==> src/rtl/kpad_pkg.sv <==
package kpad_pkg;

    // Control word bit positions
    localparam int B_AS    = 30;
    localparam int B_ASACT = 29;
    localparam int B_MINT  = 22;
    localparam int B_ME    = 12;
    localparam int B_MIE   = 11;
    localparam int B_DINT  = 5;

    // Self-clearing status bits
    localparam int B_ROT_OF1 = 31;
    localparam int B_ROT_UF1 = 30;
    localparam int B_ROT_OF0 = 15;
    localparam int B_ROT_UF0 = 14;
    localparam int B_MK_HIT  = 31;

    // Fixed word indices; the result words follow IDX_SCAN
    localparam int IDX_CTRL = 0;
    localparam int IDX_DKEY = 1;
    localparam int IDX_ROT  = 2;
    localparam int IDX_MK   = 3;
    localparam int IDX_SCAN = 4;

    typedef enum logic {
        IRQ_IDLE    = 1'b0,
        IRQ_PENDING = 1'b1
    } irq_state_t;

endpackage

==> src/rtl/kpad_keymap.sv <==
module kpad_keymap #(
    parameter int CODE_W = 7,
    parameter int ROW_W  = 3,
    parameter int COL_W  = 3
) (
    input  logic [CODE_W-1:0] code,
    output logic [ROW_W-1:0]  row,
    output logic [COL_W-1:0]  col,
    output logic              valid
);
    // Top code bit marks a key outside the matrix
    always_comb begin
        row   = code[ROW_W-1:0];
        col   = code[ROW_W +: COL_W];
        valid = ~code[CODE_W-1];
    end
endmodule

==> src/rtl/kpad_irq_fsm.sv <==
module kpad_irq_fsm
    import kpad_pkg::*;
(
    input  logic clk,
    input  logic rst_n,
    input  logic raise,
    input  logic ack,
    output logic irq
);
    irq_state_t state_q, state_d;

    always_comb begin
        state_d = state_q;
        unique case (state_q)
            IRQ_IDLE:    if (raise)         state_d = IRQ_PENDING;
            IRQ_PENDING: if (ack && !raise) state_d = IRQ_IDLE;
            default:                        state_d = IRQ_IDLE;
        endcase
    end

    always_ff @(posedge clk) begin
        if (!rst_n) state_q <= IRQ_IDLE;
        else        state_q <= state_d;
    end

    always_comb begin
        irq = (state_q == IRQ_PENDING);
    end
endmodule

==> src/rtl/kpad_regbank.sv <==
module kpad_regbank
    import kpad_pkg::*;
#(
    parameter int DATA_W   = 32,
    parameter int ADDR_W   = 8,
    parameter int ROW_W    = 3,
    parameter int COL_W    = 3
) (
    input  logic              clk,
    input  logic              rst_n,
    input  logic              wr_en,
    input  logic              rd_en,
    input  logic [ADDR_W-1:0] addr,
    input  logic [DATA_W-1:0] wdata,
    output logic [DATA_W-1:0] rdata,
    output logic              bus_err,
    input  logic              ev_stb,
    input  logic              ev_release,
    input  logic              ev_valid,
    input  logic [ROW_W-1:0]  ev_row,
    input  logic [COL_W-1:0]  ev_col,
    output logic              ev_irq_set,
    output logic              ctrl_rd,
    output logic [DATA_W-1:0] ctrl_word
);
    localparam int NUM_COLS = 1 << COL_W;
    localparam int NUM_RES  = NUM_COLS / 2;
    localparam int RES_BASE = IDX_SCAN + 1;
    localparam int IDX_DEB  = RES_BASE + NUM_RES;
    localparam int NREG     = IDX_DEB + 1;
    localparam int WORD_W   = ADDR_W - 3;
    localparam int HALF     = DATA_W / 2;

    logic [DATA_W-1:0] regs_q [NREG];
    logic [DATA_W-1:0] regs_d [NREG];

    logic [WORD_W-1:0] word;
    logic              hit;
    int                idx;
    logic              ev_ok;
    int                res_i;
    logic [DATA_W-1:0] press_mask;

    always_comb begin
        word  = addr[ADDR_W-1:3];
        hit   = (addr[2:0] == 3'd0) && (int'(word) < NREG);
        idx   = hit ? int'(word) : 0;
        ev_ok = ev_stb && ev_valid && regs_q[IDX_CTRL][B_ME] &&
                (regs_q[IDX_CTRL][B_AS] || regs_q[IDX_CTRL][B_ASACT]);
        res_i = RES_BASE + int'(ev_col >> 1);
        press_mask = '0;
        press_mask[int'(ev_row) + (ev_col[0] ? HALF : 0)] = 1'b1;
    end

    always_comb begin
        for (int i = 0; i < NREG; i++) regs_d[i] = regs_q[i];
        if (wr_en && hit) regs_d[idx] = wdata;
        // Read-side clears come first
        if (rd_en && hit) begin
            unique case (idx)
                IDX_CTRL: begin
                    regs_d[IDX_CTRL][B_MINT] = 1'b0;
                    regs_d[IDX_CTRL][B_DINT] = 1'b0;
                end
                IDX_ROT: begin
                    regs_d[IDX_ROT][B_ROT_OF1] = 1'b0;
                    regs_d[IDX_ROT][B_ROT_UF1] = 1'b0;
                    regs_d[IDX_ROT][B_ROT_OF0] = 1'b0;
                    regs_d[IDX_ROT][B_ROT_UF0] = 1'b0;
                end
                IDX_MK:  regs_d[IDX_MK][B_MK_HIT] = 1'b0;
                default: ;
            endcase
        end
        // Then the event's updates
        if (ev_ok) begin
            if (regs_q[IDX_CTRL][B_AS]) regs_d[IDX_CTRL][B_AS] = 1'b0;
            if (ev_release) regs_d[res_i] = '0;
            else            regs_d[res_i] = regs_d[res_i] | press_mask;
            if (regs_q[IDX_CTRL][B_MIE]) regs_d[IDX_CTRL][B_MINT] = 1'b1;
        end
    end

    always_ff @(posedge clk) begin
        if (!rst_n) begin
            for (int i = 0; i < NREG; i++) regs_q[i] <= '0;
            rdata   <= '0;
            bus_err <= 1'b0;
        end else begin
            for (int i = 0; i < NREG; i++) regs_q[i] <= regs_d[i];
            if (rd_en) rdata <= hit ? regs_q[idx] : '0;
            bus_err <= (rd_en || wr_en) && !hit;
        end
    end

    always_comb begin
        ev_irq_set = ev_ok && regs_q[IDX_CTRL][B_MIE];
        ctrl_rd    = rd_en && hit && (idx == IDX_CTRL);
        ctrl_word  = regs_q[IDX_CTRL];
    end
endmodule

==> src/rtl/kpad_matrix_ctrl.sv <==
module kpad_matrix_ctrl #(
    parameter int DATA_W = 32,
    parameter int ADDR_W = 8,
    parameter int ROW_W  = 3,
    parameter int COL_W  = 3,
    localparam int CODE_W = ROW_W + COL_W + 1
) (
    input  logic              clk,
    input  logic              rst_n,
    input  logic              bus_wr,
    input  logic              bus_rd,
    input  logic [ADDR_W-1:0] bus_addr,
    input  logic [DATA_W-1:0] bus_wdata,
    output logic [DATA_W-1:0] bus_rdata,
    output logic              bus_err,
    input  logic              key_stb,
    input  logic [CODE_W-1:0] key_code,
    input  logic              key_release,
    output logic              irq
);
    logic [ROW_W-1:0]  ev_row;
    logic [COL_W-1:0]  ev_col;
    logic              ev_valid;
    logic              ev_irq_set;
    logic              ctrl_rd;
    logic [DATA_W-1:0] ctrl_word;

    kpad_keymap #(.CODE_W(CODE_W), .ROW_W(ROW_W), .COL_W(COL_W)) u_map (
        .code  (key_code),
        .row   (ev_row),
        .col   (ev_col),
        .valid (ev_valid)
    );

    kpad_regbank #(.DATA_W(DATA_W), .ADDR_W(ADDR_W), .ROW_W(ROW_W), .COL_W(COL_W)) u_regs (
        .clk        (clk),
        .rst_n      (rst_n),
        .wr_en      (bus_wr),
        .rd_en      (bus_rd),
        .addr       (bus_addr),
        .wdata      (bus_wdata),
        .rdata      (bus_rdata),
        .bus_err    (bus_err),
        .ev_stb     (key_stb),
        .ev_release (key_release),
        .ev_valid   (ev_valid),
        .ev_row     (ev_row),
        .ev_col     (ev_col),
        .ev_irq_set (ev_irq_set),
        .ctrl_rd    (ctrl_rd),
        .ctrl_word  (ctrl_word)
    );

    kpad_irq_fsm u_irq (
        .clk   (clk),
        .rst_n (rst_n),
        .raise (ev_irq_set),
        .ack   (ctrl_rd),
        .irq   (irq)
    );
endmodule

==> config.mk <==
export PLATFORM = sky130hd
export DESIGN_NAME = kpad_matrix_ctrl
export DESIGN_NICKNAME = d
export VERILOG_FILES = /design/src/rtl/kpad_pkg.sv /design/src/rtl/kpad_keymap.sv /design/src/rtl/kpad_irq_fsm.sv /design/src/rtl/kpad_regbank.sv /design/src/rtl/kpad_matrix_ctrl.sv
export SDC_FILE = /design/constraint.sdc
export NUM_CORES = 1
export LEC_CHECK = 0
export BUFFER_PORTS_ARGS = -buffer_cell sky130_fd_sc_hd__buf_2
export CORE_ASPECT_RATIO = 0.5
export CORE_MARGIN = 10
export CORE_UTILIZATION = 25
export CTS_CLUSTER_SIZE = 24
export DETAILED_ROUTE_END_ITERATION = 16
export HOLD_SLACK_MARGIN = 0.1
export PLACE_DENSITY = 0.46
export SKIP_CTS_REPAIR_TIMING = 1
export SLEW_MARGIN = 10
export SYNTH_ARGS = -nofsm -noshare
export SYNTH_HDL_FRONTEND = slang
export SYNTH_SLANG_ARGS = --single-unit
==> constraint.sdc <==
create_clock -name clk -period 3.1 [get_ports clk]
set_input_delay 0 -clock clk [delete_from_list [all_inputs] [get_ports clk]]
set_output_delay 0 -clock clk [all_outputs]
set_load 0.01 [all_outputs]
After elaboration in Yosys (flattened, before gate mapping) --
Memories as Yosys holds them, arrays and structs flattened. Cells that the tools add are included.
Storage, ports and cells: bits in registers 34, bits in writable memories 320, output and inout port bits 34, memories kept 1, input bits 53, word-level logic and storage cells 97
Operators by class: muxes and demuxes 45, add/subtract/negate cells 2, equal/unequal tests 2, reductions and logical operators 20, bitwise gates (word level) 17, magnitude comparators 7
Memory list:
- u_regs.regs_q | words 10, width 32, read ports 11, clocked after Yosys merged registers in 0, wr ports 10, RTL line kpad_regbank.sv:34 | logic [DATA_W-1:0] regs_q [NREG];
Operator list (count):
- $mux 320 | 3
- $bwmux 320 | 2
- $mux 32 | 15
- $and 320x320->320 | 1
- $not 320->320 | 1
- $demux 32 s4 | 2
- $bmux 32 s4 | 1
- $eq 32x2->1 const B | 2
- $ge 32x5->1 const B | 2
- $logic_not 32->1 | 2
- $lt 32x1->1 const B | 2
- $not 32->32 | 2
- $add 4x32->32 | 1
- $ge 32x1->1 const B | 1
- $lt 32x7->1 const B | 1
- $or 32x32->32 | 1
- $mux 1 | 14
- $logic_and 1x1->1 | 13
- $mux 5 | 2
- $or 1x1->1 | 10
- $mux 2 | 4
- $demux 1 s5 | 1
- $lt 5x4->1 const B | 1
- $add 3x2->4 const A | 1
- 5 further kinds | 8

Longest topological paths before layout --
Gate-level depths: netlist of the first run.
depth in word-level cells 21, mapped depth 12, gate-level depth less buffers 7

Hierarchy --
Synthesis of the first run repeated with hierarchy kept, for this count alone.
Unflattened totals: cell total of the unflattened synthesis 2865, area total of the unflattened synthesis 21614.5 um^2
By module, submodules not included:
- kpad_regbank | instances 1, seq. area each 7066.8 um^2, area an instance 21524.4 um^2, cells an instance 2855
- kpad_keymap | instances 1, seq. area each 0.0 um^2, area an instance 48.8 um^2, cells an instance 7
- kpad_irq_fsm | instances 1, seq. area each 20.0 um^2, area an instance 41.3 um^2, cells an instance 3

Worst setup path before layout of the first run --
No wires, ideal clock.
kind input -> register, start input port key_code[4], end memory u_regs.regs_q[6][20], arrival 2654 ps, library setup time 76 ps, required time 3024 ps, buffers on the path 5, path slack 370 ps, stages on the path 12, cells stage by stage inv_1 > clkbuf_1 > clkbuf_1 > buf_1 > ha_1 > nor2b_1 > clkbuf_1 > clkbuf_1 > o221ai_1 > a21oi_1 > nor3_2 > o22ai_1
RTL lines:
- from (decl) | RTL line kpad_matrix_ctrl.sv:17 | input logic [CODE_W-1:0] key_code,
- to (decl) | RTL line kpad_regbank.sv:34

==> out/summary.txt, run 1 <==
Run status: finished, final reports clean
Clock share of power: 46.7%
Die Y: 227 um
GRT Resource Usage Total: 17.9%
Max Clk Rate: 386 MHz
Peak per-stage delay on the critical path: 0.56 ns
Final Setup Violations: 0
Yosys reg bits: 354
GP Congestion: 0.863
Final setup TNS: 0 ns
Clk root buf: clkbuf_16
Crit path capture type: register
Final period util: 83.6%
Vias per Instance: 5.66
CP max FO: 16
Die extent in x: 433 um
Final nets: 2718
DRC: 0
Power share of the combinational group: 11.3%
Vias post-DR: 21.5k
Worst path cell trace: dlygate4sd3_1 -> buf_2 -> nand4bb_1 -> nor3_4 -> buf_4 -> o32a_1 -> o21ai_1 -> o21ai_1 -> o211a_1
DR iter-0 viols: 2105
Initial antenna violation count: 2
Slew @ Worst Pin: 1.22 ns
VDD IR max: 0.000412 V
Worst rel slew slack: 18.2%
Register area: 7090 sq um
HPWL after DPL: 59.2 mm
Most frequent CP cell: o21ai_1
Post-synth EDFFs: 0
Clock latency on the worst-skew pair: 0.57 ns
Syn Nets: 2721
CTS tree: built
Buf+Inv Stages, Crit Path: 3
Die ar.: 98200 sq um
Max-slew violation count: 0
Fillers: 9008
Row count: 75
WL met1: 40.4 mm
Pin count of the biggest net entering global routing: 148
Worst path arrival time: 3.10 ns
Int Pwr: 7890 uW
Slowest CP cell: nand4bb_1
Maximum clock insertion buffer count: 3
Final Hold Viols: 0
Metal2 WL: 42.6 mm
RSZ-0062 raised after global routing: false
Switch Pwr: 2970 uW
1st-pass router iterations: 5
Vias in the first global route: 20.8k
Ports: 87
Commonest non-fill, non-tap cell in the layout: nand2_1
Wire per inst: 24.3 um
# Max-Cap Violations: 0
Top layer in use: met4
Synth top area cells: dfxtp_1 33%, mux2i_1 11%, nand2_1 7.5%, o22ai_1 4.5%, o221ai_1 3.8%
Fin cells: 3804
WL final: 92.4 mm
Max Clock Skew: 0.0178 ns
Sequential share of the synthesized area: 33.2%
Hold Path Class: in2reg
Area of the mapped netlist: 21400 sq um
Critical Path RT: 3.61 ns
Global-route wire length before repair: 136 mm
Commonest cells after routing, fill and taps aside: 429 x nand2_1, 354 x dfxtp_1, 234 x mux2i_1
Post-DRT Antenna Nets: 0
Grt ovf: 0
Reg2reg setup slack: 0.69 ns
Layout cells sized above 1: 12.7%
Worst setup SP type: primary input
Final Critical Period: 2.59 ns
Port Buffers: 86
Core ar.: 84300 sq um
Pwr/cell area: 436 nW/um^2
Clock slew at reported path FFs: 0.06 ns
Initial core utilization: 25.3%
Kind of critical path: in2reg
Synth area leader: dfxtp_1
Area of the multi-input gates: 12900 sq um
Mean post-synth cell area: 8.02 sq um
Number of H-tree levels: 2
Ys Warns: 0
Clock Sinks: 354
Sequential power share: 42.0%
Delay-heaviest family, CP: buffers and inverters
Switching Share: 27.4%
Area fraction of the dominant cell type after synthesis: 33.2%
Area delta synth->final: 16.7%
CTS buffer count: 41
Unique cell type count in the Yosys netlist: 75
Top FF cell, synth: dfxtp_1
Wire length on met3: 5.33 mm
Synthesized instance count: 2662
Static leakage: 0.00824 uW
Placed cell count: 3690
Async SR Flop Fraction: 0%
-- state kept, by name, indices dropped and copies added, names as in the netlist --
signal and flops:
u_irq.irq 1, u_regs.bus_err 1, u_regs.rdata 32, u_regs.regs_q 320
-- layer usage --
metal / vias up / global-route usage [%]
met4: 0 / 8.82
met5: - / 0
met2: 796 / 29.5
met3: 201 / 2.22
met1: 10600 / 23.0
li1: 9878 / -
-- through the flow --
step	area, sq um	worst slack (ns)	util [%]	total power, uW	hold slack (ns)
2_1_floorplan	21400	0.370	-	5380	0.164
3_3_place_gp	23100	0.262	27.5	5810	0.402
3_5_place_dp	23100	0.237	27.5	5820	0.402
4_1_cts	24500	0.755	29.1	10900	-0.199
5_1_grt	24900	0.396	29.6	11200	0.161
6_report	24900	0.507	29.6	10900	0.130
-- kinds of logic (layout without fill, tap and decap cells) --
family	after synthesis	after routing	share of synthesized area, %
buffers and inverters	369	392	7.17
and+or+nand+nor	762	762	15.7
xor gates and xnor gates	2	2	0.0820
adders and majority gates	6	6	0.352
DFF	354	354	33.2
AOI/OAI and AO/OA	925	925	32.0
other	0	3	0
muxes	244	244	11.5
-- final cells by class --
| class | count | area share, % |
|---|---|---|
| Timing Repair Buffer | 244 | 7.78 |
| Clock buffer | 59 | 4.83 |
| Multi-Input combinational cell | 1939 | 51.6 |
| Sequential cell | 354 | 28.4 |
| Antenna cell | 3 | 0.0301 |
| Inverter | 79 | 1.19 |
| Clock inverter | 10 | 0.562 |
| Tap cell | 1116 | 5.60 |
-- cells in the mapped netlist (all sizes together), types with 13 or more instances --
cell / number
nor3: 43
nand3: 23
o31ai: 15
dfxtp: 354
a21boi: 120
nand2b: 18
o211a: 31
a221oi: 29
nor2: 161
o311ai: 16
a211oi: 13
o21ai: 100
o221ai: 92
o32a: 22
o32ai: 15
a21oi: 71
and2: 17
a21o: 40
clkbuf: 209
o211ai: 47
a31oi: 71
buf: 81
inv: 78
o22ai: 153
mux2i: 234
nand2: 429
-- worst paths after layout --
check / from / endpoint / cells past startpoint
max reg2reg: u_regs.regs_q[0][30] / u_regs.regs_q[8][6] / 6
min: key_stb / u_irq.irq / 6
max: bus_wr / u_regs.regs_q[7][30] / 9
min reg2reg: u_regs.rdata[20] / u_regs.rdata[20] / 1
-- worst reg2reg max path: cells and delay by family (launching register included) --
| kind | cells | cell delay, ns |
|---|---|---|
| buffers and inverters | 1 | 0.26 |
| AO/OA/AOI/OAI | 2 | 0.57 |
| AND/OR/NAND/NOR | 3 | 1.06 |
| flip-flops | 1 | 0.42 |
-- power by group through the flow --
stage                     logic (uW)  clock network, uW  registers [uW]
after floorplan                  723                  0            4660
after global placement          1150                  0            4660
after detailed placement        1160                  0            4660
after CTS                       1160               5180            4560
after global routing            1290               5350            4560
final                           1220               5070            4560
Power figures use the tool's default switching activity.
==> run 2, diff against run 1 <==
Settings changed: ABC_AREA from default to 1.
Clock period 3.1 ns to 2.5 ns, I/O delays scaled along.
==> run 2 against run 1 <==
Combinational power up 3%. First-iteration DRC count rose by 32%. Clock power rose by 26%. Clock-buffer cell count increased by 2. Utilization increased by 0.54 points. Via count is 6.0% higher. Total power is 23% higher. Largest power group unchanged. Highest routed layer is now met5.
==> out/summary.txt, run 2 <==
Commonest cells after routing, fill and taps aside: 685 x nand2_1, 441 x nand3_1, 354 x dfxtp_1
VDD IR max: 0.000375 V (-9.1%)
Kind of critical path: in2reg
Top FF cell, synth: dfxtp_1
CP max FO: 5 (-11)
Yosys reg bits: 354 (unchanged)
Vias post-DR: 22.8k (+6.0%)
Most common cell in the synthesized netlist: nand2_1
Number of H-tree levels: 2 (unchanged)
Switching Share: 26.7% (-0.62 points)
Synth area leader: dfxtp_1
Area delta synth->final: 19.3%
Min-delay src: key_code[4]
Sequential share of the synthesized area: 35.3% (+2.1 points)
Most flops, register: u_regs.regs_q
FF-to-FF Start: u_regs.regs_q[0][12]
1st-pass router iterations: 8 (+3)
Crit path capture type: register
Largest register FFs: 320 (unchanged)
Row count: 73 (-2.7%)
# Max-Cap Violations: 0 (unchanged)
Run status: finished, final reports clean
Synthesized instance count: 3043 (+14%)
Die ar.: 92700 sq um (-5.7%)
CTS tree: built
Global-route wire length before repair: 140 mm (+2.4%)
Power share of the combinational group: 9.4% (-1.9 points)
Synth top area cells: dfxtp_1 35%, nand2_1 13%, nand3_1 11%, a21oi_1 8.4%, o21ai_0 5.9%
Area fraction of the dominant cell type after synthesis: 35.3% (+2.1 points)
Worst hold margin: 0.102 ns (-0.0281 ns)
Final nets: 3151 (+16%)
HPWL after DPL: 60.9 mm (+2.8%)
Async SR Flop Fraction: 0% (unchanged)
Commonest non-fill, non-tap cell in the layout: nand2_1
DR iter-0 viols: 2774 (+32%)
Fillers: 8758 (-2.8%)
Reg2reg setup slack: 0.33 ns (-0.36 ns)
Clock share of power: 47.9% (+1.2 points)
Final Critical Period: 2.24 ns
Vias per Instance: 5.47 (-3.3%)
Post-synth EDFFs: 0 (unchanged)
Pwr/cell area: 556 nW/um^2 (+28%)
Core ar.: 79500 sq um (-5.7%)
Unique cell type count in the Yosys netlist: 45 (-40%)
Largest regs: u_regs.regs_q: 320 flops, u_regs.rdata: 32 flops
Max Clk Rate: 447 MHz
Final Hold Viols: 0 (unchanged)
Pin count of the biggest net entering global routing: 94 (-36%)
Syn Nets: 3102 (+14%)
Final setup TNS: 0 ns (unchanged)
Mean post-synth cell area: 6.59 sq um (-18%)
Grt ovf: 0 (unchanged)
Post-DRT Antenna Nets: 0 (unchanged)
Worst setup SP type: primary input
CTS buffer count: 41 (unchanged)
N_diodes: 0 (-3)
Vias in the first global route: 21.0k (+1.1%)
Port Buffers: 86 (unchanged)
Die extent in x: 421 um (-2.9%)
Int Pwr: 9750 uW (+24%)
Max Clock Skew: 0.0130 ns (-0.00475 ns)
Critical Path RT: 2.99 ns (-0.62 ns)
CP Launch Point: key_code[1]
GP Congestion: 0.863 (about the same)
Initial core utilization: 25.2% (-0.094 points)
Final Setup Violations: 0 (unchanged)
Hold Path Class: in2reg
Max-slew violation count: 0 (unchanged)
Slew @ Worst Pin: 0.837 ns (-0.378 ns)
Wire per inst: 22.9 um (-5.9%)
Ys Warns: 0 (unchanged)
Worst rel slew slack: 43.6% (+25 points)
Die Y: 220 um (-2.8%)
WL final: 95.3 mm (+3.2%)
Maximum clock insertion buffer count: 3 (unchanged)
Layout cells sized above 1: 11.5% (-1.3 points)
Switch Pwr: 3560 uW (+20%)
GRT Resource Usage Total: 19.7% (+1.8 points)
Clock Sinks: 354 (unchanged)
Worst path arrival time: 2.73 ns (-0.37 ns)
Final period util: 89.5%
Clock slew at reported path FFs: 0.07 ns (about the same)
Ports: 87 (unchanged)
Clk root buf: clkbuf_16
DRC: 0 (unchanged)
RSZ-0062 raised after global routing: false
Sequential power share: 42.6% (+0.6 points)
Static leakage: 0.00927 uW (+13%)
List of most frequent post-synthesis cells: 685 x nand2_1, 443 x nand3_1, 354 x dfxtp_1, 335 x a21oi_1, 241 x inv_1
Initial antenna violation count: 1 (-1)
Total chip power: 13300 uW (+23%)
Area of the mapped netlist: 20100 sq um (-6.1%)
Clock latency on the worst-skew pair: 0.57 ns (about the same)
## run 2: final cells by class
class	instances	area [sq um]	share of cell area, %
clock inverter	9	170	0.711
tap	1050	1310	5.49
sequential	354	7090	29.6
timing repair buffer	270	2410	10.1
inverter	258	980	4.09
multi-input combinational	2167	10800	45.1
clock buffer	61	1180	4.94
## run 2: power groups by stage
stage	clock network [uW]	logic [uW]	registers, uW
3_3_place_gp	0	1170	5800
4_1_cts	6480	1160	5670
5_1_grt	6700	1330	5670
3_5_place_dp	0	1160	5800
2_1_floorplan	0	665	5800
6_report	6380	1260	5670
## run 2: through the flow
| step | utilization [%] | cells | setup slack [ns] | cell area (sq um) |
|---|---|---|---|---|
| after floorplan | - | 3043 | 0.0646 | 20100 |
| after global placement | 27.8 | 4052 | 0.171 | 22100 |
| after detailed placement | 27.8 | 4052 | 0.121 | 22100 |
| after CTS | 29.5 | 4122 | 0.341 | 23500 |
| after global routing | 30.1 | 4169 | 0.188 | 23900 |
| final | 30.1 | 4169 | 0.263 | 23900 |
## run 2: metal layers
layer	vias to the layer above	GRT usage (%)	part of all wire, %
met3	186	3.43	9.3
li1	10600	-	-
met4	2	6.21	2.9
met5	-	0	0.012
met1	10800	28.4	46
met2	1215	29.5	42
## run 2: cell families after synthesis
family                   after synthesis  share of synthesized area, %
AND/OR/NAND/NOR                     1430                          33.7
flip-flops                           354                          35.3
adder cells (fa/ha/maj)                6                         0.374
buffers and inverters                522                          11.2
AO/OA/AOI/OAI                        731                          19.4
## run 2: final timing paths
check / to / cells after the start
worst max register to register: u_regs.regs_q[9][5] / 12
worst min-delay path: u_regs.regs_q[8][25] / 6
worst min register to register: u_regs.regs_q[1][25] / 2
worst max-delay path: u_regs.regs_q[6][6] / 12
## run 2: critical path: stages
cell	delay, ns
dlygate4sd3_1	0.51
buf_2	0.16
inv_1	0.05
nor2_1	0.27
dlygate4sd3_1	0.67
nand2_1	0.06
dlygate4sd3_1	0.56
nand2_1	0.09
inv_1	0.05
nand2_2	0.12
nand2_1	0.07
a21oi_1	0.12
